[config.mk]
export PLATFORM = sky130hd
export DESIGN_NAME = spi_ready_master
export DESIGN_NICKNAME = d
export VERILOG_FILES = /design/src/rtl/spi_ready_pkg.sv /design/src/rtl/spi_ready_dp.sv /design/src/rtl/spi_ready_ctrl.sv /design/src/rtl/spi_ready_master.sv
export SDC_FILE = /design/constraint.sdc
export NUM_CORES = 1
export LEC_CHECK = 0
export CORE_AREA = 2 2 133 135
export CTS_CLUSTER_DIAMETER = 120
export DETAILED_ROUTE_END_ITERATION = 8
export DIE_AREA = 0 0 135 137
export GPL_TIMING_DRIVEN = 0
export MAX_ROUTING_LAYER = met4
export PLACE_DENSITY = 0.46
export SYNTH_ARGS = -nofsm -noshare
export SYNTH_HDL_FRONTEND = slang
export SYNTH_HIERARCHICAL = 1
export SYNTH_SLANG_ARGS = --single-unit
[constraint.sdc]
create_clock -name clk -period 3.7 [get_ports clk]
set_input_delay 0.555 -clock clk [delete_from_list [all_inputs] [get_ports clk]]
set_output_delay 0.555 -clock clk [all_outputs]
set_load 0.05 [all_outputs]
[src/rtl/spi_ready_pkg.sv]
package spi_ready_pkg;

  typedef enum logic [2:0] {
    ST_IDLE,
    ST_LEAD,
    ST_WAIT,
    ST_SHIFT,
    ST_HOLD,
    ST_GAP,
    ST_TRAIL
  } ctrlState_e;

  // strobes from control to datapath
  typedef struct packed {
    logic loadTx;     // latch a new command word
    logic startWord;  // clear edge and divider counters
    logic shiftEn;    // word in progress
  } dpStrobe_t;

endpackage

[src/rtl/spi_ready_dp.sv]
module spi_ready_dp
  import spi_ready_pkg::*;
#(
  parameter int DW   = 8,
  parameter int DIVW = 8
) (
  input  logic            clk,
  input  logic            rstN,
  input  logic            cfgCpha,
  input  logic [DIVW-1:0] cfgDiv,
  input  dpStrobe_t       strb,
  input  logic [DW-1:0]   cmdData,
  input  logic            miso,
  output logic            sclkRaw,
  output logic            mosi,
  output logic            wordDone,
  output logic            rspValid,
  output logic [DW-1:0]   rspData
);

  localparam int EDGES = 2 * DW;
  localparam int EW    = $clog2(EDGES + 1);

  logic [DIVW-1:0] divCnt;
  logic [EW-1:0]   edgeCnt;
  logic [EW-1:0]   nextEdge;
  logic [DW-1:0]   txSh;
  logic [DW-1:0]   rxSh;
  logic            edgeNow;
  logic            sampleNow;
  logic            shiftNow;

  assign edgeNow   = strb.shiftEn && (divCnt == '0);
  assign nextEdge  = edgeCnt + EW'(1);
  assign sampleNow = edgeNow && (nextEdge[0] ^ cfgCpha);
  assign shiftNow  = edgeNow && !(nextEdge[0] ^ cfgCpha) && (nextEdge >= EW'(2));
  assign wordDone  = edgeNow && (nextEdge == EW'(EDGES));
  assign mosi      = txSh[DW-1];

  always_ff @(posedge clk or negedge rstN) begin
    if (!rstN) begin
      divCnt  <= '0;
      edgeCnt <= '0;
      sclkRaw <= 1'b0;
    end else if (strb.startWord) begin
      divCnt  <= cfgDiv;
      edgeCnt <= '0;
      sclkRaw <= 1'b0;
    end else if (strb.shiftEn) begin
      if (divCnt == '0) begin
        divCnt  <= cfgDiv;
        edgeCnt <= nextEdge;
        sclkRaw <= ~sclkRaw;
      end else begin
        divCnt <= divCnt - DIVW'(1);
      end
    end
  end

  always_ff @(posedge clk or negedge rstN) begin
    if (!rstN) begin
      txSh     <= '0;
      rxSh     <= '0;
      rspValid <= 1'b0;
      rspData  <= '0;
    end else begin
      if (strb.loadTx)  txSh <= cmdData;
      else if (shiftNow) txSh <= {txSh[DW-2:0], 1'b0};
      if (sampleNow) rxSh <= {rxSh[DW-2:0], miso};
      rspValid <= wordDone;
      if (wordDone) rspData <= sampleNow ? {rxSh[DW-2:0], miso} : rxSh;
    end
  end

  AST_EDGE_BOUND: assert property (@(posedge clk) disable iff (!rstN)
    edgeCnt <= EW'(EDGES)) else $error("edge count overrun");

endmodule

[src/rtl/spi_ready_ctrl.sv]
module spi_ready_ctrl
  import spi_ready_pkg::*;
#(
  parameter int GW = 8,
  parameter int TW = 16
) (
  input  logic          clk,
  input  logic          rstN,
  input  logic          cfgGateEn,
  input  logic [GW-1:0] cfgLeadGap,
  input  logic [GW-1:0] cfgWordGap,
  input  logic [GW-1:0] cfgTrailGap,
  input  logic [TW-1:0] cfgTimeout,
  input  logic          cmdValid,
  input  logic          cmdLast,
  input  logic          slvRdyN,
  input  logic          wordDone,
  output logic          cmdReady,
  output logic          csN,
  output logic          errFlag,
  output dpStrobe_t     strb
);

  ctrlState_e    state;
  logic [GW-1:0] gapCnt;
  logic [TW-1:0] waitCnt;
  logic [1:0]    rdySync;
  logic          rdyOk;
  logic          lastWord;
  logic          goNow;

  assign rdyOk    = ~rdySync[1];
  assign goNow    = !cfgGateEn || rdyOk;
  assign cmdReady = (state == ST_IDLE) || (state == ST_HOLD);
  assign csN      = (state == ST_IDLE);

  always_comb begin
    strb.loadTx    = cmdValid && cmdReady;
    strb.startWord = (state == ST_WAIT) && goNow;
    strb.shiftEn   = (state == ST_SHIFT);
  end

  always_ff @(posedge clk or negedge rstN) begin
    if (!rstN) rdySync <= 2'b11;
    else       rdySync <= {rdySync[0], slvRdyN};
  end

  always_ff @(posedge clk or negedge rstN) begin
    if (!rstN) begin
      state    <= ST_IDLE;
      gapCnt   <= '0;
      waitCnt  <= '0;
      lastWord <= 1'b0;
      errFlag  <= 1'b0;
    end else begin
      errFlag <= 1'b0;
      case (state)
        ST_IDLE: if (cmdValid) begin
          state    <= ST_LEAD;
          gapCnt   <= cfgLeadGap;
          lastWord <= cmdLast;
        end
        ST_LEAD, ST_GAP: begin
          if (gapCnt == '0) begin
            state   <= ST_WAIT;
            waitCnt <= '0;
          end else gapCnt <= gapCnt - GW'(1);
        end
        ST_WAIT: begin
          if (goNow) state <= ST_SHIFT;
          else if (waitCnt == cfgTimeout) begin
            state   <= ST_IDLE;
            errFlag <= 1'b1;
          end else waitCnt <= waitCnt + TW'(1);
        end
        ST_SHIFT: if (wordDone) begin
          if (lastWord) begin
            state  <= ST_TRAIL;
            gapCnt <= cfgTrailGap;
          end else state <= ST_HOLD;
        end
        ST_HOLD: if (cmdValid) begin
          state    <= ST_GAP;
          gapCnt   <= cfgWordGap;
          lastWord <= cmdLast;
        end
        ST_TRAIL: begin
          if (gapCnt == '0) state <= ST_IDLE;
          else gapCnt <= gapCnt - GW'(1);
        end
        default: state <= ST_IDLE;
      endcase
    end
  end

  AST_ERR_FROM_WAIT: assert property (@(posedge clk) disable iff (!rstN)
    errFlag |-> ($past(state) == ST_WAIT)) else $error("error outside wait");
  AST_GATE_HOLDS: assert property (@(posedge clk) disable iff (!rstN)
    (state == ST_WAIT && cfgGateEn && !rdyOk) |=> (state != ST_SHIFT)) else $error("word began unready");
  AST_SHIFT_UNTIL_DONE: assert property (@(posedge clk) disable iff (!rstN)
    (state == ST_SHIFT && !wordDone) |=> (state == ST_SHIFT)) else $error("word cut short");

endmodule

[src/rtl/spi_ready_master.sv]
module spi_ready_master
  import spi_ready_pkg::*;
#(
  parameter int DW   = 8,
  parameter int DIVW = 8,
  parameter int GW   = 8,
  parameter int TW   = 16
) (
  input  logic            clk,
  input  logic            rstN,
  input  logic            cfgCpol,
  input  logic            cfgCpha,
  input  logic [DIVW-1:0] cfgDiv,
  input  logic [GW-1:0]   cfgLeadGap,
  input  logic [GW-1:0]   cfgWordGap,
  input  logic [GW-1:0]   cfgTrailGap,
  input  logic [TW-1:0]   cfgTimeout,
  input  logic            cfgGateEn,
  input  logic            cmdValid,
  output logic            cmdReady,
  input  logic [DW-1:0]   cmdData,
  input  logic            cmdLast,
  output logic            rspValid,
  output logic [DW-1:0]   rspData,
  output logic            errFlag,
  output logic            sclk,
  output logic            mosi,
  input  logic            miso,
  output logic            csN,
  input  logic            slvRdyN
);

  dpStrobe_t strb;
  logic      sclkRaw;
  logic      wordDone;

  spi_ready_ctrl #(.GW(GW), .TW(TW)) u_ctrl (
    .clk(clk), .rstN(rstN), .cfgGateEn(cfgGateEn),
    .cfgLeadGap(cfgLeadGap), .cfgWordGap(cfgWordGap), .cfgTrailGap(cfgTrailGap),
    .cfgTimeout(cfgTimeout), .cmdValid(cmdValid), .cmdLast(cmdLast),
    .slvRdyN(slvRdyN), .wordDone(wordDone), .cmdReady(cmdReady),
    .csN(csN), .errFlag(errFlag), .strb(strb)
  );

  spi_ready_dp #(.DW(DW), .DIVW(DIVW)) u_dp (
    .clk(clk), .rstN(rstN), .cfgCpha(cfgCpha), .cfgDiv(cfgDiv),
    .strb(strb), .cmdData(cmdData), .miso(miso), .sclkRaw(sclkRaw),
    .mosi(mosi), .wordDone(wordDone), .rspValid(rspValid), .rspData(rspData)
  );

  assign sclk = sclkRaw ^ cfgCpol;

  AST_CS_IDLE_LEVEL: assert property (@(posedge clk) disable iff (!rstN)
    csN |-> (sclk == cfgCpol)) else $error("sclk off idle level");
  AST_SCLK_NEEDS_CS: assert property (@(posedge clk) disable iff (!rstN)
    !$stable(sclkRaw) |-> (!csN && !$past(csN))) else $error("sclk moved unselected");
  AST_RSP_ERR_EXCL: assert property (@(posedge clk) disable iff (!rstN)
    !(rspValid && errFlag)) else $error("response and error together");

endmodule

==> summary.md, run 1 <==
| Metric | Value |
|---|---|
| Worst Path Required | `3930 ps` |
| First-pass GRT wire length | `19.16 mm` |
| Number of synthesized flops with an enable pin | `0` |
| Die area | `18500 sq um` |
| Avg Cell Area, Syn | `9.630 sq um` |
| Placed Cells | `742` |
| Die height | `137 microns` |
| Logic pwr share | `0.410` |
| Cell Pwr Density | `606.4 nW/um^2` |
| Placer Congestion | `0.7759` |
| Initial antenna violation count | `0` |
| Synth cell count leaders | `dfrtp_1, nand2_1, a21oi_1, nor2_1, o21ai_0` |
| Arrival @ worst endpoint | `3540 ps` |
| Yosys reg bits | `70` |
| Global route overflow | `0` |
| Fraction of layout instances using a drive strength above 1 | `0.1163` |
| Slew headroom | `0.4757` |
| Max H-tree Level | `3` |
| Row cnt | `48` |
| Clock root buffer | `clkbuf_16` |
| RSZ-0062 raised after global routing | `no` |
| Layout Utilization | `0.3294` |
| Largest net degree at the start of global routing | `56` |
| FF-to-FF setup slack | `380 ps` |
| VDD IR max | `0.0002492 V` |
| Hold crit path type | `input pin to asynchronous set/reset pin` |
| Crit path kind | `flop to flop` |
| Multi-input gate area | `2313 sq um` |
| Clock sinks | `70` |
| Top_reg_cell synth | `dfrtp_1` |
| NetSw | `1.340 mW` |
| Worst-Margin Slew | `779.2 ps` |
| Synth top area cells | `dfrtp_1, xnor2_1, mux2_2, nand2_1, a21oi_1` |
| F_max | `0.3016 GHz` |
| Initial Util | `0.2473` |
| Reg2reg start | `u_ctrl/state[1]$_DFFE_PN0P_` |
| Register area | `1754 sq um` |
| Hold Slack | `85.41 ps` |
| Antenna violation net count after detailed routing | `0` |
| Part of the power in registers | `0.327` |
| Synth async-reset ratio | `1.000` |
| CP Capture Type | `flop` |
| Setup_tns | `0 ps` |
| Final setup vio count | `0` |
| Hold buffer count at cts | `0` |
| Synth cell types | `68` |
| Int Power | `2.066 mW` |
| CTS-repair resized insts | `0` |
| Yosys Warn Count | `6` |
| Post-DP HPWL | `8.396 mm` |
| Clk_lat worst skew | `340 ps` |
| Gr usage total | `0.1356` |
| Core Footprint | `17060 sq um` |
| Hold Fails Final Rpt | `0` |
| CP max FO | `10` |
| CTS Buf Count | `9` |
| Via Count | `3683` |
| Cell Count, Final, Fillers Out | `758` |
| DR vias/cell | `4.859` |
| Leak | `2.226 nW` |
| Clk pin slew, worst setup/hold paths | `60 ps` |
| Sequential-to-total area share from yosys stat | `0.4159` |
| Fill cells | `1793` |
| Critical path startpoint category | `flop` |
| Crit. Startpoint | `u_ctrl/state[1]$_DFFE_PN0P_` |
| Clk pwr share | `0.263` |
| Drt first pass iters | `4` |
| Post-synthesis cell count | `438` |
| Synth area leader | `dfrtp_1` |
| IO buf count | `78` |
| Initial DRC count | `194` |
| Die width | `135 microns` |
| Vias in the first global route | `3736` |
| CTS tree | `done` |
| CP delay by family, top | `simple AND/OR/NAND/NOR gates` |
| Final wirelength | `11.60 mm` |
| Final nets | `600` |
| Final Skew | `5.867 ps` |
| Ant. Diodes | `0` |
| Fin crit period | `3316 ps` |
| Max incr delay on CP | `430 ps` |
| Most frequent cell after synthesis | `dfrtp_1` |
| Drt drc | `0` |
| Num ports | `79` |
| Reg-to-reg endpoint | `u_ctrl/gapCnt[4]$_DFFE_PN0P_` |
| Status | `finished, final reports clean` |
| Synth top area share | `0.4034` |
| Wirelength per Cell | `15.30 microns` |
| Switch share | `0.3934` |
| Crit share post-route | `0.8963` |
| Worst path cell trace | `clkbuf_1 -> and3b_1 -> nor4bb_1 -> buf_4 -> nand2_1 -> nor4_2 -> inv_1 -> a2bb2oi_1 -> o21ai_1 -> o21ai_0 -> a21bo_2` |
| Mapped Area | `4218 sq um` |
| Slowest cell on crit path | `and3b_1` |
| Reg2Reg Depth | `11` |
| CP bufs+invs | `3` |
| Slew Limit Fails | `0` |
| Setup bufs post-CTS | `0` |
| CTS Buffer Depth | `2` |
| Syn nets | `510` |
| Area delta synth->final | `33.19%` |
| Max Cap Viol | `0` |
| Tot Pwr | `3.407 mW` |
[worst max path at each step]
stage / to / slack [ps] / depth (start not counted)
global placement: u_dp/txSh[3]$_DFFE_PN0P_ / -590 / 1
detailed placement: u_ctrl/gapCnt[4]$_DFFE_PN0P_ / 170 / 11
global route: u_ctrl/gapCnt[4]$_DFFE_PN0P_ / 50 / 11
CTS: u_ctrl/gapCnt[4]$_DFFE_PN0P_ / 130 / 11
finish: u_ctrl/gapCnt[4]$_DFFE_PN0P_ / 380 / 11
floorplan: u_ctrl/state[2]$_DFFE_PN0P_ / 1100 / 11
[registers in the layout (all words and copies together), names as in the netlist, 2 cells and up]
signal / count
u_ctrl/gapCnt: 8
u_ctrl/rdySync: 2
u_dp/rspData: 8
u_ctrl/waitCnt: 16
u_dp/txSh: 8
u_dp/rxSh: 8
u_dp/divCnt: 8
u_dp/edgeCnt: 5
u_ctrl/state: 3
[cell type report]
type	instances	area share
Buffer	17	0.01581
Clock buffer	9	0.04009
Clock inverter	7	0.01448
Inverter	18	0.01203
Multi-Input combinational cell	333	0.4118
Sequential cell	70	0.3122
Tap cell	225	0.05011
Timing Repair Buffer	79	0.1434
[worst reg2reg max path: cells and delay by family, from the launching register on]
| family | cells | cell delay (ps) |
|---|---|---|
| AOI/OAI and AO/OA | 4 | 990 |
| buffers and inverters | 3 | 700 |
| DFF | 1 | 350 |
| and+or+nand+nor | 4 | 1180 |
[layout by cell type (no fill, tap or decap), types with 8 or more instances in the layout]
cell	Yosys	final
mux2_2	12	12
xnor2_1	18	18
nor2b_1	9	9
o221ai_1	9	9
clkbuf_1	11	11
o31ai_1	8	8
or4_1	8	8
dfrtp_1	68	68
nand3_1	15	15
clkdlybuf4s50_1	0	77
clkbuf_16	0	9
o211ai_1	12	12
a21oi_1	25	25
nand2_1	35	35
o21ai_0	19	19
nor3_1	8	8
nor2_1	23	23
a221oi_1	10	10
nand4_1	10	10
nand2b_1	8	8
inv_1	16	16
[per-stage QoR]
step / setup slack [ps] / cell area, sq um
after floorplan: 1096 / 4218
after global placement: -587.4 / 5280
after detailed placement: 170.5 / 5305
after CTS: 128.6 / 5612
after global routing: 53.08 / 5618
final: 383.9 / 5618
[per-layer routing]
metal,vias to the layer above,share of wire,GRT usage
met3,7,0.054,0.04333
met1,1762,0.48,0.1676
met4,0,0.0080,0.03646
met2,89,0.46,0.2149
li1,1825,-,-
met5,-,0,-
[power by group through the flow]
stage	registers (mW)	logic [mW]	clock network (mW)
after global routing	1.15	1.58	0.975
after detailed placement	1.13	1.40	0
final	1.12	1.40	0.896
after floorplan	1.10	1.00	0
after global placement	1.12	1.37	0
after CTS	1.12	1.41	0.937
[kinds of logic after synthesis]
logic type | after synthesis | share of synthesized area
flip-flops | 70 | 0.4159
AND/OR/NAND/NOR | 157 | 0.2080
adder cells (fa/ha/maj) | 7 | 0.02076
buffers and inverters | 35 | 0.03708
AO/OA/AOI/OAI | 120 | 0.1973
XOR/XNOR | 24 | 0.04984
multiplexers | 25 | 0.07120
No activity file was read; power rests on OpenSTA's default activity.
==> inputs of run 2 (changes only) <==
--- a/config.mk
+++ b/config.mk
@@ -6,6 +6,7 @@
 export NUM_CORES = 1
 export LEC_CHECK = 0
 export CORE_AREA = 2 2 133 135
+export CTS_BUF_LIST = sky130_fd_sc_hd__clkbuf_4 sky130_fd_sc_hd__clkbuf_8
 export CTS_CLUSTER_DIAMETER = 120
 export DETAILED_ROUTE_END_ITERATION = 8
 export DIE_AREA = 0 0 135 137
==> run 2 against run 1 <==
Net effect: design area fell by 1.8%; utilization decreased by 0.59 points; sequential power about the same; sequential share of layout area increased by 0.57 points; routed wire length did not move; clock-buffer cell count did not move; non-clock buffer count did not move; register-to-register slack improved by 40 ps; largest cell class unchanged; largest power group unchanged; highest routed layer unchanged.
==> summary.md, run 2 (synthesized netlist as in run 1, its figures left out) <==
| Metric | Value |
|---|---|
| Vias in the first global route | `3705` |
| Hold crit path type | `input pin to asynchronous set/reset pin` |
| Max reg flops | `16` |
| Final Skew | `8.893 ps` |
| Pre-CTS setup slack | `170.5 ps` |
| Fill cells | `1800` |
| Final wirelength | `11.60 mm` |
| Global route overflow | `0` |
| Initial antenna violation count | `0` |
| Max H-tree Level | `3` |
| Clock sinks | `70` |
| CTS tree | `done` |
| Largest register by flop count | `u_ctrl/waitCnt` |
| Worst Path Required | `3950 ps` |
| Commonest non-fill, non-tap cells in the layout | `clkdlybuf4s50_1, dfrtp_1, nand2_1, a21oi_1, nor2_1` |
| Most common cell after layout, fill and taps aside | `clkdlybuf4s50_1` |
| Reg2reg start | `u_ctrl/state[1]$_DFFE_PN0P_` |
| Die height | `137 microns` |
| Setup crit end | `u_ctrl/gapCnt[4]$_DFFE_PN0P_` |
| Slew Limit Fails | `0` |
| Num ports | `79` |
| Slew headroom | `0.4846` |
| Setup WS post-layout | `420.9 ps` |
| Hold Slack | `59.67 ps` |
| Crit path kind | `flop to flop` |
| Cell Pwr Density | `572.9 nW/um^2` |
| DR vias/cell | `4.893` |
| Clock root buffer | `clkbuf_8` |
| Arrival @ worst endpoint | `3530 ps` |
| Fin crit period | `3279 ps` |
| Max Cap Viol | `0` |
| Die width | `135 microns` |
| Multi-input gate area | `2313 sq um` |
| Initial Util | `0.2473` |
| Critical path startpoint category | `flop` |
| Reg2Reg Depth | `11` |
| Setup bufs post-CTS | `0` |
| First-pass GRT wire length | `19.06 mm` |
| Drt first pass iters | `4` |
| CTS-repair resized insts | `0` |
| Final setup vio count | `0` |
| Via Count | `3709` |
| Crit share post-route | `0.8862` |
| VDD IR max | `0.0002146 V` |
| Clk pin slew, worst setup/hold paths | `80 ps` |
| Max incr delay on CP | `410 ps` |
| Status | `finished, final reports clean` |
| Gr usage total | `0.1341` |
| Worst path cell trace | `clkbuf_1 -> and3b_1 -> nor4bb_1 -> buf_4 -> nand2_1 -> nor4_2 -> inv_1 -> a2bb2oi_1 -> o21ai_1 -> o21ai_0 -> a21bo_2` |
| Placer Congestion | `0.7759` |
| Reg-to-reg endpoint | `u_ctrl/gapCnt[4]$_DFFE_PN0P_` |
| Core Footprint | `17060 sq um` |
| CTS Buffer Depth | `2` |
| Hold buffer count at cts | `0` |
| Leak | `2.180 nW` |
| CTS Buf Count | `9` |
| FF-to-FF setup slack | `420 ps` |
| F_max | `0.3050 GHz` |
| CP max FO | `10` |
| Ant. Diodes | `0` |
| Die area | `18500 sq um` |
| IO buf count | `78` |
| Placed Cells | `742` |
| Antenna violation net count after detailed routing | `0` |
| Cell Count, Final, Fillers Out | `758` |
| Drt drc | `0` |
| Row cnt | `48` |
| Wirelength per Cell | `15.30 microns` |
| Register area | `1754 sq um` |
| Slowest cell on crit path | `and3b_1` |
| RSZ-0062 raised after global routing | `no` |
| Area delta synth->final | `30.79%` |
| Worst-Margin Slew | `751.7 ps` |
| Fraction of layout instances using a drive strength above 1 | `0.1163` |
| Initial DRC count | `195` |
| Setup_tns | `0 ps` |
| Crit. Startpoint | `u_ctrl/state[1]$_DFFE_PN0P_` |
| Largest net degree at the start of global routing | `56` |
| Hold Fails Final Rpt | `0` |
| Clk_lat worst skew | `360 ps` |
| Final nets | `600` |
| CP Capture Type | `flop` |
| Post-DP HPWL | `8.396 mm` |
run 2: how the worst min path moves through the flow:
stage / slack (ps) / depth (start not counted) / endpoint / from
floorplan: 260 / 0 / u_ctrl/errFlag$_DFF_PN0_ / rstN
detailed placement: 370 / 0 / u_ctrl/rdySync[1]$_DFF_PN1_ / u_ctrl/rdySync[0]$_DFF_PN1_
CTS: 40 / 1 / u_ctrl/waitCnt[15]$_DFFE_PN0P_ / rstN
global placement: 370 / 0 / u_ctrl/rdySync[1]$_DFF_PN1_ / u_ctrl/rdySync[0]$_DFF_PN1_
global route: 40 / 1 / u_ctrl/waitCnt[14]$_DFFE_PN0P_ / rstN
finish: 60 / 1 / u_ctrl/waitCnt[15]$_DFFE_PN0P_ / rstN
run 2: area by class of cell:
class                           instances  area share
Buffer                                 17     0.01610
Clock buffer                            9     0.02245
Clock inverter                          7     0.01474
Inverter                               18     0.01225
Multi-Input combinational cell        333      0.4194
Sequential cell                        70      0.3180
Tap cell                              225     0.05103
Timing Repair Buffer                   79      0.1461
run 2: power by group:
| part | total, mW | switching, mW | leakage, nW | internal [mW] |
|---|---|---|---|---|
| logic | 1.39 | 0.802 | 1.17 | 0.592 |
| clock network | 0.653 | 0.333 | 0.101 | 0.321 |
| registers | 1.11 | 0.172 | 0.906 | 0.942 |
run 2: per-stage QoR:
step	power [mW]	area [sq um]	util
3_3_place_gp	2.494	5280	0.3096
5_1_grt	3.453	5517	0.3234
3_5_place_dp	2.528	5305	0.3110
6_report	3.160	5517	0.3234
4_1_cts	3.208	5510	0.3231
2_1_floorplan	2.101	4218	-
run 2: layer usage:
| layer | track usage | vias up | share of wire |
|---|---|---|---|
| met3 | 0.04111 | 7 | 0.058 |
| li1 | - | 1826 | - |
| met4 | 0.03241 | 0 | 0.010 |
| met1 | 0.1700 | 1780 | 0.47 |
| met5 | - | - | 0 |
| met2 | 0.2104 | 96 | 0.46 |
run 2: worst max-delay path: cells and delay by family (launching register included):
family	cells	cell delay [ps]
AO/OA/AOI/OAI	4	990
flip-flops	1	350
buffers and inverters	3	680
AND/OR/NAND/NOR	4	1130
==> inputs of run 3 (changes only) <==
--- a/config.mk
+++ b/config.mk
@@ -5,11 +5,11 @@
 export SDC_FILE = /design/constraint.sdc
 export NUM_CORES = 1
 export LEC_CHECK = 0
-export CORE_AREA = 2 2 133 135
+export CORE_AREA = 4 4 135 137
 export CTS_BUF_LIST = sky130_fd_sc_hd__clkbuf_4 sky130_fd_sc_hd__clkbuf_8
 export CTS_CLUSTER_DIAMETER = 120
 export DETAILED_ROUTE_END_ITERATION = 8
-export DIE_AREA = 0 0 135 137
+export DIE_AREA = 0 0 139 141
 export GPL_TIMING_DRIVEN = 0
 export MAX_ROUTING_LAYER = met4
 export PLACE_DENSITY = 0.46
==> run 3 against run 2 <==
Net effect: clock power hardly changed; global-route usage is 0.92 points lower; first-iteration DRC count is 1.5% higher; worst setup slack better by 30 ps; sequential power hardly changed; critical path depth stayed put; register-to-register slack better by 30 ps.
==> summary.md, run 3 (synthesized netlist as in run 1, its figures left out) <==
| Metric | Value |
|---|---|
| CTS Buffer Depth | `2` |
| DR vias/cell | `4.865` |
| Hold crit path type | `input pin to asynchronous set/reset pin` |
| Die area | `19600 sq um` |
| Hold Fails Final Rpt | `0` |
| Die height | `141 microns` |
| Num ports | `79` |
| Via Count | `3688` |
| Clk pin slew, worst setup/hold paths | `80 ps` |
| Largest net degree at the start of global routing | `54` |
| CP Capture Type | `flop` |
| Initial antenna violation count | `0` |
| Die width | `139 microns` |
| CP delay by family, top | `simple AND/OR/NAND/NOR gates` |
| Clock root buffer | `clkbuf_8` |
| Drt drc | `0` |
| VDD IR max | `0.0002495 V` |
| Tot Pwr | `3.161 mW` |
| Reg2Reg Depth | `11` |
| Initial DRC count | `198` |
| Crit path kind | `flop to flop` |
| RSZ-0062 raised after global routing | `no` |
| Gr usage total | `0.1249` |
| Fin crit period | `3249 ps` |
| Drt first pass iters | `4` |
| Commonest non-fill, non-tap cells in the layout | `clkdlybuf4s50_1, dfrtp_1, nand2_1, a21oi_1, nor2_1` |
| FF-to-FF setup slack | `450 ps` |
| Status | `finished, final reports clean` |
| Post-DP HPWL | `8.527 mm` |
| Placer Congestion | `0.7989` |
| F_max | `0.3077 GHz` |
| DP Area | `5305 sq um` |
| Worst-Margin Slew | `771.2 ps` |
| Antenna violation net count after detailed routing | `0` |
| Fill cells | `1799` |
| Max H-tree Level | `3` |
| Cell Pwr Density | `572.6 nW/um^2` |
| Vias in the first global route | `3763` |
| Leak | `2.174 nW` |
| Worst Path Required | `3950 ps` |
| Arrival @ worst endpoint | `3500 ps` |
| Slowest cell on crit path | `a21boi_1` |
| Max incr delay on CP | `480 ps` |
| Multi-input gate area | `2315 sq um` |
| Largest register by flop count | `u_ctrl/waitCnt` |
| Final nets | `600` |
| Reg2reg start | `u_ctrl/state[1]$_DFFE_PN0P_` |
| CTS tree | `done` |
| Design area | `5520 sq um` |
| Ant. Diodes | `0` |
| Worst path cell trace | `clkbuf_1 -> and3b_2 -> nor4bb_1 -> buf_4 -> nand2_1 -> nor4_2 -> inv_1 -> a2bb2oi_1 -> a21boi_1 -> nand2_1 -> a22o_1` |
| First-pass GRT wire length | `19.40 mm` |
| CP max FO | `10` |
| Most common cell after layout, fill and taps aside | `clkdlybuf4s50_1` |
| Fraction of layout instances using a drive strength above 1 | `0.1182` |
| Critical path startpoint category | `flop` |
| Slew Limit Fails | `0` |
| Wirelength per Cell | `15.34 microns` |
| Max reg flops | `16` |
| Final wirelength | `11.63 mm` |
| Slew headroom | `0.4811` |
| Area delta synth->final | `30.88%` |
| Crit. Startpoint | `u_ctrl/state[1]$_DFFE_PN0P_` |
| Row cnt | `48` |
| Cell Count, Final, Fillers Out | `758` |
| IO buf count | `78` |
| Pre-CTS setup slack | `153.2 ps` |
| Max Cap Viol | `0` |
| CP bufs+invs | `3` |
| CTS Buf Count | `9` |
| Setup WS post-layout | `450.6 ps` |
| Setup_tns | `0 ps` |
| Initial Util | `0.2473` |
| Core Footprint | `17060 sq um` |
| Final Skew | `13.38 ps` |
| Global route overflow | `0` |
| Cell mode on critical path | `nand2_1` |
| Placed Cells | `742` |
| Clock sinks | `70` |
| Crit share post-route | `0.8782` |
| Clk_lat worst skew | `360 ps` |
| Reg-to-reg endpoint | `u_ctrl/state[2]$_DFFE_PN0P_` |
| Final setup vio count | `0` |
| Register area | `1754 sq um` |
[run 3: repair_timing]
action                     4_1_cts  5_1_grt
resized for setup                0        2
hold buffers                     0        0
setup buffers                    0        0
setup endpoints to repair        0        8
[run 3: worst max-delay path by stage]
stage / to / cells after the start / slack, ps
6_report: u_ctrl/state[2]$_DFFE_PN0P_ / 11 / 450
5_1_grt: u_ctrl/gapCnt[4]$_DFFE_PN0P_ / 11 / 80
3_5_place_dp: u_ctrl/state[2]$_DFFE_PN0P_ / 11 / 150
2_1_floorplan: u_ctrl/state[2]$_DFFE_PN0P_ / 11 / 1100
3_3_place_gp: u_dp/edgeCnt[4]$_DFFE_PN0P_ / 1 / -590
4_1_cts: u_ctrl/state[2]$_DFFE_PN0P_ / 11 / 120
[run 3: layout make-up]
cell class | count | area share
clock inverters | 6 | 0.01269
inverters | 18 | 0.01224
flip-flops and latches | 70 | 0.3178
plain buffers | 17 | 0.01609
repair buffers | 79 | 0.1460
clock buffers | 10 | 0.02493
multi-input cells | 333 | 0.4193
well taps | 225 | 0.05100
[run 3: per-stage QoR]
stage,hold WS [ps],util
2_1_floorplan,259.4,-
3_3_place_gp,371.9,0.3096
3_5_place_dp,368.8,0.3110
4_1_cts,46.19,0.3232
5_1_grt,61.35,0.3237
6_report,70.12,0.3237
[run 3: layer usage]
layer,GRT usage,vias to the layer above,part of all wire
met4,0.02523,0,0.0077
met1,0.1601,1778,0.48
met2,0.1976,86,0.47
met5,-,-,0
met3,0.03765,9,0.046
li1,-,1815,-
[run 3: power breakdown]
part / leakage (nW) / total [mW] / internal, mW / switching, mW
logic: 1.17 / 1.39 / 0.592 / 0.800
clock network: 0.0951 / 0.652 / 0.333 / 0.320
registers: 0.906 / 1.12 / 0.942 / 0.175
